--- src/rtl/plane_render_pkg.sv ---
// Shared constants, state encoding and helper functions for the scroll
// plane line renderer. Assumes 16-bit video memory words, byte addresses.
package plane_render_pkg;
    localparam int ADDR_W  = 16;
    localparam int WORD_W  = 16;
    localparam int ROW_W   = 32;
    localparam int NIB_W   = 4;
    localparam int TILE_W  = 11;
    localparam int CELL_PX = 8;

    typedef enum logic [2:0] {
        ST_IDLE,
        ST_HSREQ,
        ST_HSCAP,
        ST_RUN,
        ST_DRAIN,
        ST_DONE
    } fetch_state_t;

    // Size code 2 is forbidden; others are legal.
    function automatic logic size_ok(input logic [1:0] code);
        return code != 2'd2;
    endfunction

    // log2(cells/32) for a legal size code.
    function automatic logic [1:0] size_log(input logic [1:0] code);
        case (code)
            2'd0:    return 2'd0;
            2'd1:    return 2'd1;
            default: return 2'd2;
        endcase
    endfunction

    // Colour memory word to 24-bit RGB, each 3-bit field shifted up by 5.
    function automatic logic [23:0] word_to_rgb(input logic [WORD_W-1:0] w);
        return {w[3:1], 5'b0, w[7:5], 5'b0, w[11:9], 5'b0};
    endfunction
endpackage

--- src/rtl/plane_base_dec.sv ---
// Decodes the register bytes that place the name table and the horizontal
// scroll table into byte addresses. Purely combinational.
module plane_base_dec
    import plane_render_pkg::*;
(
    input  logic [7:0]        plane_reg,
    input  logic              plane_sel,
    input  logic [7:0]        table_reg,
    output logic [ADDR_W-1:0] plane_base,
    output logic [ADDR_W-1:0] hs_addr
);
    // Name-table base: field choice depends on which plane is rendered.
    always_comb begin
        if (plane_sel)
            plane_base = {plane_reg[2:0], 13'b0};
        else
            plane_base = {plane_reg[5:3], 13'b0};
    end

    // Scroll table base plus one word per plane.
    always_comb begin
        hs_addr = {table_reg[5:0], 10'b0} + {{(ADDR_W-2){1'b0}}, plane_sel, 1'b0};
    end
endmodule

--- src/rtl/plane_fetch.sv ---
// Sequencer and video memory fetcher. On start it latches the line setup,
// reads the horizontal scroll word, then runs one 8-clock slot per cell:
// name read (phase 0), tile upper half (1), tile lower half (2), capture
// (3), hand-off of the finished row to the shifter (7). One extra slot
// drains the last row. Memory read data is valid the cycle after a strobe.
module plane_fetch
    import plane_render_pkg::*;
#(
    parameter int LINE_W   = 10,
    parameter int SCROLL_W = 10
) (
    input  logic                clk,
    input  logic                rst_n,
    input  logic                start,
    input  logic [LINE_W-1:0]   line_idx,
    input  logic [WORD_W-1:0]   vscroll_word,
    input  logic [ADDR_W-1:0]   plane_base,
    input  logic [ADDR_W-1:0]   hs_addr,
    input  logic [1:0]          size_w,
    input  logic [1:0]          size_h,
    input  logic [WORD_W-1:0]   vram_rdata,
    output logic                vram_rd,
    output logic [ADDR_W-1:0]   vram_addr,
    output logic                row_load,
    output logic [ROW_W-1:0]    row_word,
    output logic [6:0]          row_cx,
    output logic [SCROLL_W-1:0] hs_val,
    output logic [1:0]          wlog,
    output logic                busy,
    output logic                done
);
    localparam int SUM_W = ((LINE_W > SCROLL_W) ? LINE_W : SCROLL_W) + 1;

    fetch_state_t       state;
    logic [2:0]         ph;
    logic [7:0]         slot;
    logic               drain_cnt;
    logic [ADDR_W-1:0]  base_q;
    logic [ADDR_W-1:0]  hsa_q;
    logic [6:0]         cy_q;
    logic [2:0]         trow_q;
    logic [1:0]         wlog_q;
    logic [TILE_W-1:0]  tile_q;
    logic [ROW_W-1:0]   pend_q;
    logic [SCROLL_W-1:0] hs_q;

    logic [SUM_W-1:0]   src_sum;
    logic [SUM_W-1:0]   hmask;
    logic [SUM_W-1:0]   src_row;
    logic [7:0]         wcells;
    logic               fetching;
    logic               bad_size;
    logic [ADDR_W-1:0]  name_off;

    // Source row of the plane for this line, wrapped to the plane height.
    always_comb begin
        src_sum = SUM_W'(line_idx) + SUM_W'(vscroll_word[SCROLL_W-1:0]);
        hmask   = (SUM_W'(256) << size_log(size_h)) - SUM_W'(1);
        src_row = src_sum & hmask;
        bad_size = !(size_ok(size_w) && size_ok(size_h));
    end

    // Slot bookkeeping and name-table offset of the cell being fetched.
    always_comb begin
        wcells   = 8'd32 << wlog_q;
        fetching = (state == ST_RUN) && (slot < wcells);
        name_off = (ADDR_W'(cy_q) << (5 + wlog_q)) + ADDR_W'(slot);
    end

    // Read strobe and address for the current state and phase.
    always_comb begin
        vram_rd   = 1'b0;
        vram_addr = '0;
        if (state == ST_HSREQ) begin
            vram_rd   = 1'b1;
            vram_addr = hsa_q;
        end else if (fetching) begin
            case (ph)
                3'd0: begin
                    vram_rd   = 1'b1;
                    vram_addr = base_q + (name_off << 1);
                end
                3'd1: begin
                    vram_rd   = 1'b1;
                    vram_addr = {vram_rdata[TILE_W-1:0], trow_q, 2'b00};
                end
                3'd2: begin
                    vram_rd   = 1'b1;
                    vram_addr = {tile_q, trow_q, 2'b10};
                end
                default: ;
            endcase
        end
    end

    // Main sequencer: setup latch, scroll read, cell slots, drain, done.
    always_ff @(posedge clk) begin
        if (!rst_n) begin
            state     <= ST_IDLE;
            ph        <= '0;
            slot      <= '0;
            drain_cnt <= 1'b0;
            base_q    <= '0;
            hsa_q     <= '0;
            cy_q      <= '0;
            trow_q    <= '0;
            wlog_q    <= '0;
            tile_q    <= '0;
            pend_q    <= '0;
            hs_q      <= '0;
        end else begin
            case (state)
                ST_IDLE: begin
                    if (start) begin
                        base_q <= plane_base;
                        hsa_q  <= hs_addr;
                        cy_q   <= src_row[9:3];
                        trow_q <= src_row[2:0];
                        wlog_q <= size_log(size_w);
                        state  <= bad_size ? ST_DONE : ST_HSREQ;
                    end
                end
                ST_HSREQ: state <= ST_HSCAP;
                ST_HSCAP: begin
                    hs_q  <= vram_rdata[SCROLL_W-1:0];
                    ph    <= '0;
                    slot  <= '0;
                    state <= ST_RUN;
                end
                ST_RUN: begin
                    if (fetching) begin
                        if (ph == 3'd1) tile_q <= vram_rdata[TILE_W-1:0];
                        if (ph == 3'd2) pend_q[ROW_W-1:WORD_W] <= vram_rdata;
                        if (ph == 3'd3) pend_q[WORD_W-1:0] <= vram_rdata;
                    end
                    ph <= ph + 3'd1;
                    if (ph == 3'd7) begin
                        slot <= slot + 8'd1;
                        if (slot == wcells) begin
                            state     <= ST_DRAIN;
                            drain_cnt <= 1'b0;
                        end
                    end
                end
                ST_DRAIN: begin
                    drain_cnt <= 1'b1;
                    if (drain_cnt) state <= ST_DONE;
                end
                default: state <= ST_IDLE;
            endcase
        end
    end

    assign row_load = fetching && (ph == 3'd7);
    assign row_word = pend_q;
    assign row_cx   = slot[6:0];
    assign hs_val   = hs_q;
    assign wlog     = wlog_q;
    assign busy     = (state != ST_IDLE);
    assign done     = (state == ST_DONE);

    AST_DONE_ONE_CYCLE: assert property (@(posedge clk) disable iff (!rst_n)
        done |=> !done);
    AST_BAD_SIZE_NO_READ: assert property (@(posedge clk) disable iff (!rst_n)
        (state == ST_IDLE && start && bad_size) |=> (!vram_rd && done));
    AST_ROW_LOAD_SPACED: assert property (@(posedge clk) disable iff (!rst_n)
        row_load |=> !row_load);
endmodule

--- src/rtl/plane_pixel_out.sv ---
// Shifts a loaded 32-bit tile row out as eight 4-bit indices, one per clock,
// computes the wrapped screen x, drops transparent and off-screen pixels,
// looks the index up in colour memory (one-cycle read) and registers the
// RGB pixel write. Output appears two clocks after the shifted nibble.
module plane_pixel_out
    import plane_render_pkg::*;
#(
    parameter int VIS_W    = 320,
    parameter int SCROLL_W = 10
) (
    input  logic                clk,
    input  logic                rst_n,
    input  logic                row_load,
    input  logic [ROW_W-1:0]    row_word,
    input  logic [6:0]          row_cx,
    input  logic [SCROLL_W-1:0] hs_val,
    input  logic [1:0]          wlog,
    input  logic [NIB_W-1:0]    bg_index,
    input  logic [WORD_W-1:0]   cram_rdata,
    output logic [NIB_W-1:0]    cram_addr,
    output logic                px_valid,
    output logic [$clog2(VIS_W)-1:0] px_x,
    output logic [23:0]         px_rgb
);
    localparam int XW  = $clog2(VIS_W);
    localparam int XSW = SCROLL_W + 1;

    logic [ROW_W-1:0] cur_q;
    logic [6:0]       cx_q;
    logic [2:0]       col_q;
    logic             active_q;
    logic [NIB_W-1:0] nib;
    logic [XSW-1:0]   x_sum;
    logic [XSW-1:0]   wmask;
    logic [XSW-1:0]   x_wrap;
    logic             wr_now;
    logic             s1_valid;
    logic [XW-1:0]    s1_x;

    // Row shifter: a load restarts it, otherwise it steps one column.
    always_ff @(posedge clk) begin
        if (!rst_n) begin
            cur_q    <= '0;
            cx_q     <= '0;
            col_q    <= '0;
            active_q <= 1'b0;
        end else if (row_load) begin
            cur_q    <= row_word;
            cx_q     <= row_cx;
            col_q    <= '0;
            active_q <= 1'b1;
        end else if (active_q) begin
            cur_q <= cur_q << NIB_W;
            col_q <= col_q + 3'd1;
            if (col_q == 3'd7) active_q <= 1'b0;
        end
    end

    // Screen position, visibility and transparency of the current nibble.
    always_comb begin
        nib    = cur_q[ROW_W-1 -: NIB_W];
        x_sum  = XSW'({cx_q, 3'b000}) + XSW'(col_q) + XSW'(hs_val);
        wmask  = (XSW'(256) << wlog) - XSW'(1);
        x_wrap = x_sum & wmask;
        wr_now = active_q && (x_wrap < XSW'(VIS_W)) && (nib != bg_index);
    end

    assign cram_addr = nib;

    // Stage 1: hold write intent and x while colour memory is read.
    always_ff @(posedge clk) begin
        if (!rst_n) begin
            s1_valid <= 1'b0;
            s1_x     <= '0;
        end else begin
            s1_valid <= wr_now;
            s1_x     <= x_wrap[XW-1:0];
        end
    end

    // Stage 2: register the converted pixel write.
    always_ff @(posedge clk) begin
        if (!rst_n) begin
            px_valid <= 1'b0;
            px_x     <= '0;
            px_rgb   <= '0;
        end else begin
            px_valid <= s1_valid;
            px_x     <= s1_x;
            px_rgb   <= word_to_rgb(cram_rdata);
        end
    end

    AST_X_INSIDE_VIEW: assert property (@(posedge clk) disable iff (!rst_n)
        px_valid |-> (px_x < XW'(VIS_W)));
    AST_TRANSPARENT_DROPPED: assert property (@(posedge clk) disable iff (!rst_n)
        px_valid |-> ($past(cram_addr, 2) != $past(bg_index, 2)));
endmodule

--- src/rtl/plane_line_renderer.sv ---
// Top of the scroll plane scanline renderer. Decodes the table placement
// registers, latches the transparent index at start, and connects the
// fetch sequencer to the pixel shifter/colour stage. Start is ignored
// while a line is in progress.
module plane_line_renderer
    import plane_render_pkg::*;
#(
    parameter int LINE_W   = 10,
    parameter int SCROLL_W = 10,
    parameter int VIS_W    = 320
) (
    input  logic                     clk,
    input  logic                     rst_n,
    input  logic                     start,
    input  logic [LINE_W-1:0]        line_idx,
    input  logic [15:0]              vscroll_word,
    input  logic [7:0]               plane_reg,
    input  logic                     plane_sel,
    input  logic [7:0]               table_reg,
    input  logic [1:0]               size_w,
    input  logic [1:0]               size_h,
    input  logic [3:0]               bg_index,
    output logic                     vram_rd,
    output logic [15:0]              vram_addr,
    input  logic [15:0]              vram_rdata,
    output logic [3:0]               cram_addr,
    input  logic [15:0]              cram_rdata,
    output logic                     px_valid,
    output logic [$clog2(VIS_W)-1:0] px_x,
    output logic [23:0]              px_rgb,
    output logic                     done
);
    logic [ADDR_W-1:0]   plane_base;
    logic [ADDR_W-1:0]   hs_addr;
    logic                row_load;
    logic [ROW_W-1:0]    row_word;
    logic [6:0]          row_cx;
    logic [SCROLL_W-1:0] hs_val;
    logic [1:0]          wlog;
    logic                busy;
    logic [NIB_W-1:0]    bg_q;

    plane_base_dec u_dec (
        .plane_reg  (plane_reg),
        .plane_sel  (plane_sel),
        .table_reg  (table_reg),
        .plane_base (plane_base),
        .hs_addr    (hs_addr)
    );

    // Latch the transparent index when a line is accepted.
    always_ff @(posedge clk) begin
        if (!rst_n)
            bg_q <= '0;
        else if (start && !busy)
            bg_q <= bg_index;
    end

    plane_fetch #(
        .LINE_W   (LINE_W),
        .SCROLL_W (SCROLL_W)
    ) u_fetch (
        .clk          (clk),
        .rst_n        (rst_n),
        .start        (start),
        .line_idx     (line_idx),
        .vscroll_word (vscroll_word),
        .plane_base   (plane_base),
        .hs_addr      (hs_addr),
        .size_w       (size_w),
        .size_h       (size_h),
        .vram_rdata   (vram_rdata),
        .vram_rd      (vram_rd),
        .vram_addr    (vram_addr),
        .row_load     (row_load),
        .row_word     (row_word),
        .row_cx       (row_cx),
        .hs_val       (hs_val),
        .wlog         (wlog),
        .busy         (busy),
        .done         (done)
    );

    plane_pixel_out #(
        .VIS_W    (VIS_W),
        .SCROLL_W (SCROLL_W)
    ) u_pix (
        .clk        (clk),
        .rst_n      (rst_n),
        .row_load   (row_load),
        .row_word   (row_word),
        .row_cx     (row_cx),
        .hs_val     (hs_val),
        .wlog       (wlog),
        .bg_index   (bg_q),
        .cram_rdata (cram_rdata),
        .cram_addr  (cram_addr),
        .px_valid   (px_valid),
        .px_x       (px_x),
        .px_rgb     (px_rgb)
    );

    AST_QUIET_WHEN_IDLE: assert property (@(posedge clk) disable iff (!rst_n)
        !busy |-> !px_valid);
endmodule

--- config.mk ---
export PLATFORM = sky130hd
export DESIGN_NAME = plane_line_renderer
export DESIGN_NICKNAME = d
export VERILOG_FILES = /design/src/rtl/plane_render_pkg.sv /design/src/rtl/plane_base_dec.sv /design/src/rtl/plane_fetch.sv /design/src/rtl/plane_pixel_out.sv /design/src/rtl/plane_line_renderer.sv
export SDC_FILE = /design/constraint.sdc
export NUM_CORES = 1
export LEC_CHECK = 0
export BUFFER_PORTS_ARGS = -buffer_cell sky130_fd_sc_hd__buf_2
export CAP_MARGIN = 30
export CORE_ASPECT_RATIO = 1.5
export CORE_MARGIN = 5
export CORE_UTILIZATION = 58
export DETAILED_ROUTE_END_ITERATION = 12
export GPL_TIMING_DRIVEN = 0
export PLACE_DENSITY = 0.8
export SYNTH_ARGS = -nofsm -noshare
export SYNTH_HDL_FRONTEND = slang
export SYNTH_HIERARCHICAL = 1
export SYNTH_SLANG_ARGS = --single-unit
--- constraint.sdc ---
create_clock -name clk -period 6.3 [get_ports clk]
set_input_delay 0.63 -clock clk [delete_from_list [all_inputs] [get_ports clk]]
set_output_delay 0.63 -clock clk [all_outputs]
set_load 0.01 [all_outputs]
# Word-level counts from Yosys, hierarchy flattened
# Cells that the tools add are included.
# word_totals
reg_bits	203
input_bits	86
output_inout_bits	56
wordCells	115
# classes
n_addsub	12
magnitude_cmp	2
eq_ne	20
shifts	4
mux	26
bitwise	3
reduce_logical	24
# op_table
cell	count
two-way mux 32 bit	2
two-way mux 16 bit	3
case mux 16 bit (3 select lines)	1
<< shifter 7 x 32 -> 15 bit	1
adder 16 bit	1
adder 16 x 2 -> 16 bit	1
case mux 8 bit (2 select lines)	1
adder 15 x 8 -> 15 bit	1
two-way mux 3 bit	5
case mux 3 bit (5 select lines)	1
equality test 3 x 2 -> 1 bit, second input constant	4
equality test 3 bit, second input constant	4
AND reduction 3 bit	4
adder 10 x 3 -> 11 bit	1
adder 11 x 10 -> 11 bit	1
bitwise AND 11 bit	1
< comparator 11 x 9 -> 1 bit, second input constant	1
<< shifter 9 x 2 -> 11 bit, first input constant	1
subtractor 11 x 2 -> 11 bit, second input constant	1
adder 10 bit	1
bitwise AND 10 bit	1
inequality test 2 bit, second input constant	5
<< shifter 9 x 2 -> 10 bit, first input constant	1
subtractor 10 x 2 -> 10 bit, second input constant	1
26 further kinds	47

# Logic depth before layout (Yosys ltp)
# depth
word_depth	7
mapped_depth	23
mapped_depth_nobuf	20

# By module
# Netlist, hierarchy kept.
# by_module_without_submodules
module	instances	cells_each	area_each_um2	seq_area_each_um2
plane_fetch	1	860	6905.4	2242.2
plane_pixel_out	1	371	3304.4	1441.4
plane_base_dec	1	33	255.2	0.0
plane_line_renderer	1	19	166.4	80.1

# Least setup slack after synthesis
# No wires, ideal clock.
# synth_path
path_kind	register -> output
start	reg u_fetch.wlog_q[0] (netlist: u_fetch/wlog[0])
end	out vram_addr[15]
arrival_ns	4.231
t_required_ns	5.670
path_slack_ns	1.439
path_stages_with_launch	23
path_buffers	3
path_cell_list	dfxtp_1 -> buf_6 -> inv_1 -> ha_1 -> buf_6 -> buf_4 -> nand2_1 -> nand2_1 -> a21oi_1 -> nor2_1 -> ha_1 -> or3_1 -> a31oi_2 -> nor2_2 -> xnor2_1 -> ha_1 -> a21o_1 -> a31o_2 -> nand3_1 -> nand2_1 -> a221oi_2 -> xnor2_1 -> o221ai_2
# synth_via
elab_chain_cells	7
elab_cells_between_ends	10
cone_classes	3 x add/sub; 1 x order compare; 2 x shift; 3 x mux; 1 x reduce/logical
# synth_lines
element	line	rtl
from (decl)	plane_fetch.sv:42	logic [1:0] wlog_q;
from (signal assigned)	plane_fetch.sv:119	wlog_q <= size_log(size_w);
adder 3 x 2 -> 4 bit	plane_fetch.sv:67	name_off = (ADDR_W'(cy_q) << (5 + wlog_q)) + ADDR_W'(slot);
<< shifter 7 x 32 -> 15 bit	plane_fetch.sv:67	
adder 15 x 8 -> 15 bit	plane_fetch.sv:67	
adder 16 bit	plane_fetch.sv:81	vram_addr = base_q + (name_off << 1);
case mux 16 bit (3 select lines)	plane_fetch.sv:78	case (ph)
two-way mux 16 bit (*)	plane_fetch.sv:77	end else if (fetching) begin
two-way mux 16 bit (*)	plane_fetch.sv:74	if (state == ST_HSREQ) begin
to (decl)	plane_line_renderer.sv:24	output logic [15:0] vram_addr,
# Mark *: on every way between the ends. The rest lies on a longest branch, timed or not.

# Worst setup path after layout
# layout_path
start	reg u_fetch.wlog_q[0] (netlist: u_fetch/wlog[0])
end	out vram_addr[13]
# Same word-level chain as after synthesis.

==> results <==
- The cell with the most instances after synthesis is nand2_1.
- Derived from the worst setup path, the maximum achievable clock frequency is 0.1670 GHz.
- The TritonCTS clock tree is yes.
- Yosys attributes the largest share of cell area to dfxtp_1, nand2_1, ha_1.
- For this run, asynchronously set or reset flops after synthesis account for 0.
- For this run, the total global-route usage over all layers was measured as 0.2622.
- Yosys printed 6 warnings.
- The setup slack on the worst flop-to-flop path is 2.44 ns.
- The final route contains 9452 vias.
- The biggest area contributor in the post-synthesis netlist is dfxtp_1.
- After the first detailed-routing iteration, the DRC count stood at about 600.
- Setup slack on the critical path of the routed design comes to just over 0.3 ns.
- The sequential area share after synthesis is 0.3540.
- The quantity of I/O buffers inserted on ports is between 100 and 150.
- The global-route met1 utilization is 0.2742.
- Setup repair after global routing left no endpoint under its margin.
- In the final routed layout, each cell accounts on average for 16.63 um.
- Counting flops and latches in the post-synthesis netlist gives 188.
- Pin placement for this block handled 142 I/O pins.
- The share of post-route cells with drive strength above 1 is 0.1675.
- The clock reaches the later pin of the worst-skew pair after around 0.44 ns.
- For this configuration, the core starts out at a cell density of 0.5901.
- Compared with the post-synthesis result, the final layout area differs by 14.29%.
- Fill cells in the final layout number 1521.
- The category of the critical setup timing path is flop to output port.
- The pre-antenna-repair detailed-routing pass consisted of 8 iterations.
- The distinct cell type count of the synthesized netlist is 86.
- The power density over the cells is 228.1 mW/mm^2.
- The clock tree skew after final layout is 0.007479 ns.
- The final design utilization is 0.6744.
- The count of nets left with antenna violations after detail routing is 0.
- From bottom edge to top edge, the die measures 175.8 um.
- The worst setup path is captured at an output port.
- The minimum clock period is 5.988 ns.
- After layout, the design draws a total of approximately 0.0028 W.
- The maximum VDD drop is about 180 uV.
- The number of buffers inserted to repair setup after CTS is 0.
- met2 is the most crowded layer.
- The floorplan has 60 rows.
- Dividing the detail-routed via count by the number of cells gives 5.643.
- Timing analysis after detailed placement gives a worst setup slack of 0.5442 ns.
- The post-route fraction of the period consumed by the critical path is 0.9505.
- The path class of the tightest hold or removal check is input pin to flop.
- The clock slew at the register clock pins of the worst setup and hold paths is 0.07 ns.
- The congestion estimate from routability-driven global placement came to 0.9493.
- Global routing finished with a remaining overflow of 0.
- For this run, global-route usage on met2 was measured as 0.4861.
- At the end of the flow, the number of nets in the layout was 1591.
- The area occupied by multi-input gates is 0.006120 sq mm.
- The average instance in the mapped netlist occupies approximately 8.3 sq um.
- Wires add up to 27860 um.
- The static power due to leakage is 5.130 nW.
- The arrival time of the worst setup path is 5.36 ns.
- The clock buffer count from CTS is 17.
- Counting flops with a built-in enable in the synthesized netlist gives 0.
- Measured against its own limit, the worst slew margin works out to 0.3166.
- The final-report max-slew violation count is 0.
- The count of endpoints failing setup in the final report is 0.
- The die width is 120.5 um.
- The cell count after synthesis is 1283.
- The tool flagged a number of max-cap violations equal to 0.
- The initial antenna violation count is 0.
- The cell area that synthesis handed to floorplanning was 0.01063 sq mm.
- The register cell area after layout is 0.003765 sq mm.
- Once detailed placement completed, the half-perimeter wirelength came to 21650 um.
- The clock tree root driver cell is clkbuf_16.
- The die covers about 0.021 sq mm.
- The commonest cells after synthesis are nand2_1, dfxtp_1, nor2_1.
- Entering global routing, the biggest net connects 18 pins.
- The via count of the first global-routing pass came to 9119.
- Along the worst path, the maximum fanout reaches 10.
- The measured slew at the worst slew-check pin is 1.017 ns.
- The CTS sink count is 188.
- The flow ran to the end, and the final reports show no timing, DRC or antenna violations.
- The area of the placeable core is 0.01802 sq mm.
- The detailed-route DRC error count is 0.
- For this run, the leading register cell type out of synthesis is dfxtp_1.
- The maximum level of the CTS H-tree is 4.
- The met3 track demand over resource in global routing is 0.05026.
- The kind of start point of the critical path is a flop.
- For the worst setup path, the data required time is around 5.7 ns.
- The total negative setup slack is 0 ns.
- The share of synthesized area in the top cell type comes to 0.3540.
- The maximum clock path buffer count is 2.
- The global-route wire length before repair is 44210 um.
- The number of hold violations in the final report is 0.
==> worst paths after layout <==
path | startpoint | endpoint | cells after the start
worst min register to register | u_pix/s1_x[8] | u_pix/px_x[8] | 1
worst min-delay path | cram_rdata[5] | u_pix/px_rgb[13] | 2
worst max register to register | u_fetch/wlog[0] | u_pix/cx_q[3] | 13
worst max-delay path | u_fetch/wlog[0] | vram_addr[13] | 22
==> layout by cell type, fill, tap and decap left out, drive strengths merged, types with 16 or more instances in the layout <==
| master | count |
|---|---|
| nand2 | 221 |
| dfxtp | 188 |
| buf | 182 |
| nor2 | 115 |
| a21boi | 93 |
| clkbuf | 67 |
| a21oi | 63 |
| ha | 57 |
| mux2i | 53 |
| inv | 45 |
| o21ai | 44 |
| conb | 42 |
| nand3 | 37 |
| and2 | 31 |
| xnor2 | 29 |
| a22oi | 16 |
==> critical path: stages (launching register included) <==
cell and delay [ns]:
dfxtp_2 0.51, buf_6 0.20, inv_1 0.14, ha_1 0.33, buf_6 0.14, buf_4 0.17
nand2_1 0.07, nand2_1 0.06, a21oi_1 0.23, nor2_1 0.07, ha_1 0.24, or3_1 0.38
a31oi_4 0.30, nor2_2 0.10, xnor2_1 0.20, ha_1 0.34, a21o_1 0.24, a31o_2 0.23
a31o_1 0.19, a21oi_2 0.22, mux2i_1 0.27, o211ai_1 0.13, buf_2 0.16
==> timing repair <==
item	in CTS	in global routing
gates resized for setup	0	2
hold buffers	0	0
endpoints found under the setup margin	0	3
==> metrics by stage <==
step	hold slack (ns)	cell area, sq um	cells
detailed placement	0.4211	11560	1642
finish	0.3913	12150	1675
global placement	0.4136	11560	1642
CTS	0.3787	12140	1674
floorplan	0.4119	10780	1322
global route	0.3834	12150	1674
==> cells by family after synthesis <==
group	Yosys count	share of synthesized area
other cells	3	0.001059
compound gates	294	0.1936
fa+ha+maj	61	0.07461
xor+xnor	41	0.03378
flops	188	0.3540
simple gates	471	0.2000
buf+inv	166	0.08497
mux	59	0.05802
==> area by class of cell <==
cell class,count,area share
well taps,217,0.02235
clock buffers,19,0.03645
flip-flops and latches,188,0.3099
repair buffers,103,0.04243
clock inverters,13,0.01071
multi-input cells,968,0.5037
inverters,39,0.01205
diodes,1,0.0002060
plain buffers,127,0.06230
==> report_power, final <==
group / switching (W) / leakage [nW] / internal, W
Combinational: 0.000270 / 3.33 / 0.000183
Clock: 0.000489 / 0.279 / 0.000565
Sequential: 0.0000344 / 1.53 / 0.00123
Total: 0.000794 / 5.13 / 0.00198
==> per-layer routing <==
layer | vias up | wire (um) | share of wire
met1 | 4449 | 10200 | 0.37
met4 | 0 | 1567 | 0.056
met2 | 310 | 14610 | 0.52
li1 | 4602 | - | -
met5 | - | 0 | 0
met3 | 91 | 1481 | 0.053
==> flip-flops by register name, summed over array words and instances (netlist names), 2 cells and up <==
register	cells
u_fetch/slot	8
bg_q	4
u_fetch/trow_q	3
u_pix/px_x	9
u_fetch/hsa_q	16
u_pix/s1_x	9
u_pix/cur_q	32
u_pix/col_q	3
u_fetch/state	3
u_fetch/cy_q	7
u_fetch/base_q	16
u_fetch/wlog	2
u_fetch/hs_val	10
u_pix/px_rgb	9
u_fetch/row_word	32
u_pix/cx_q	7
u_fetch/tile_q	11
u_fetch/ph	3
Note: power is estimated with default switching activity, not from simulation.
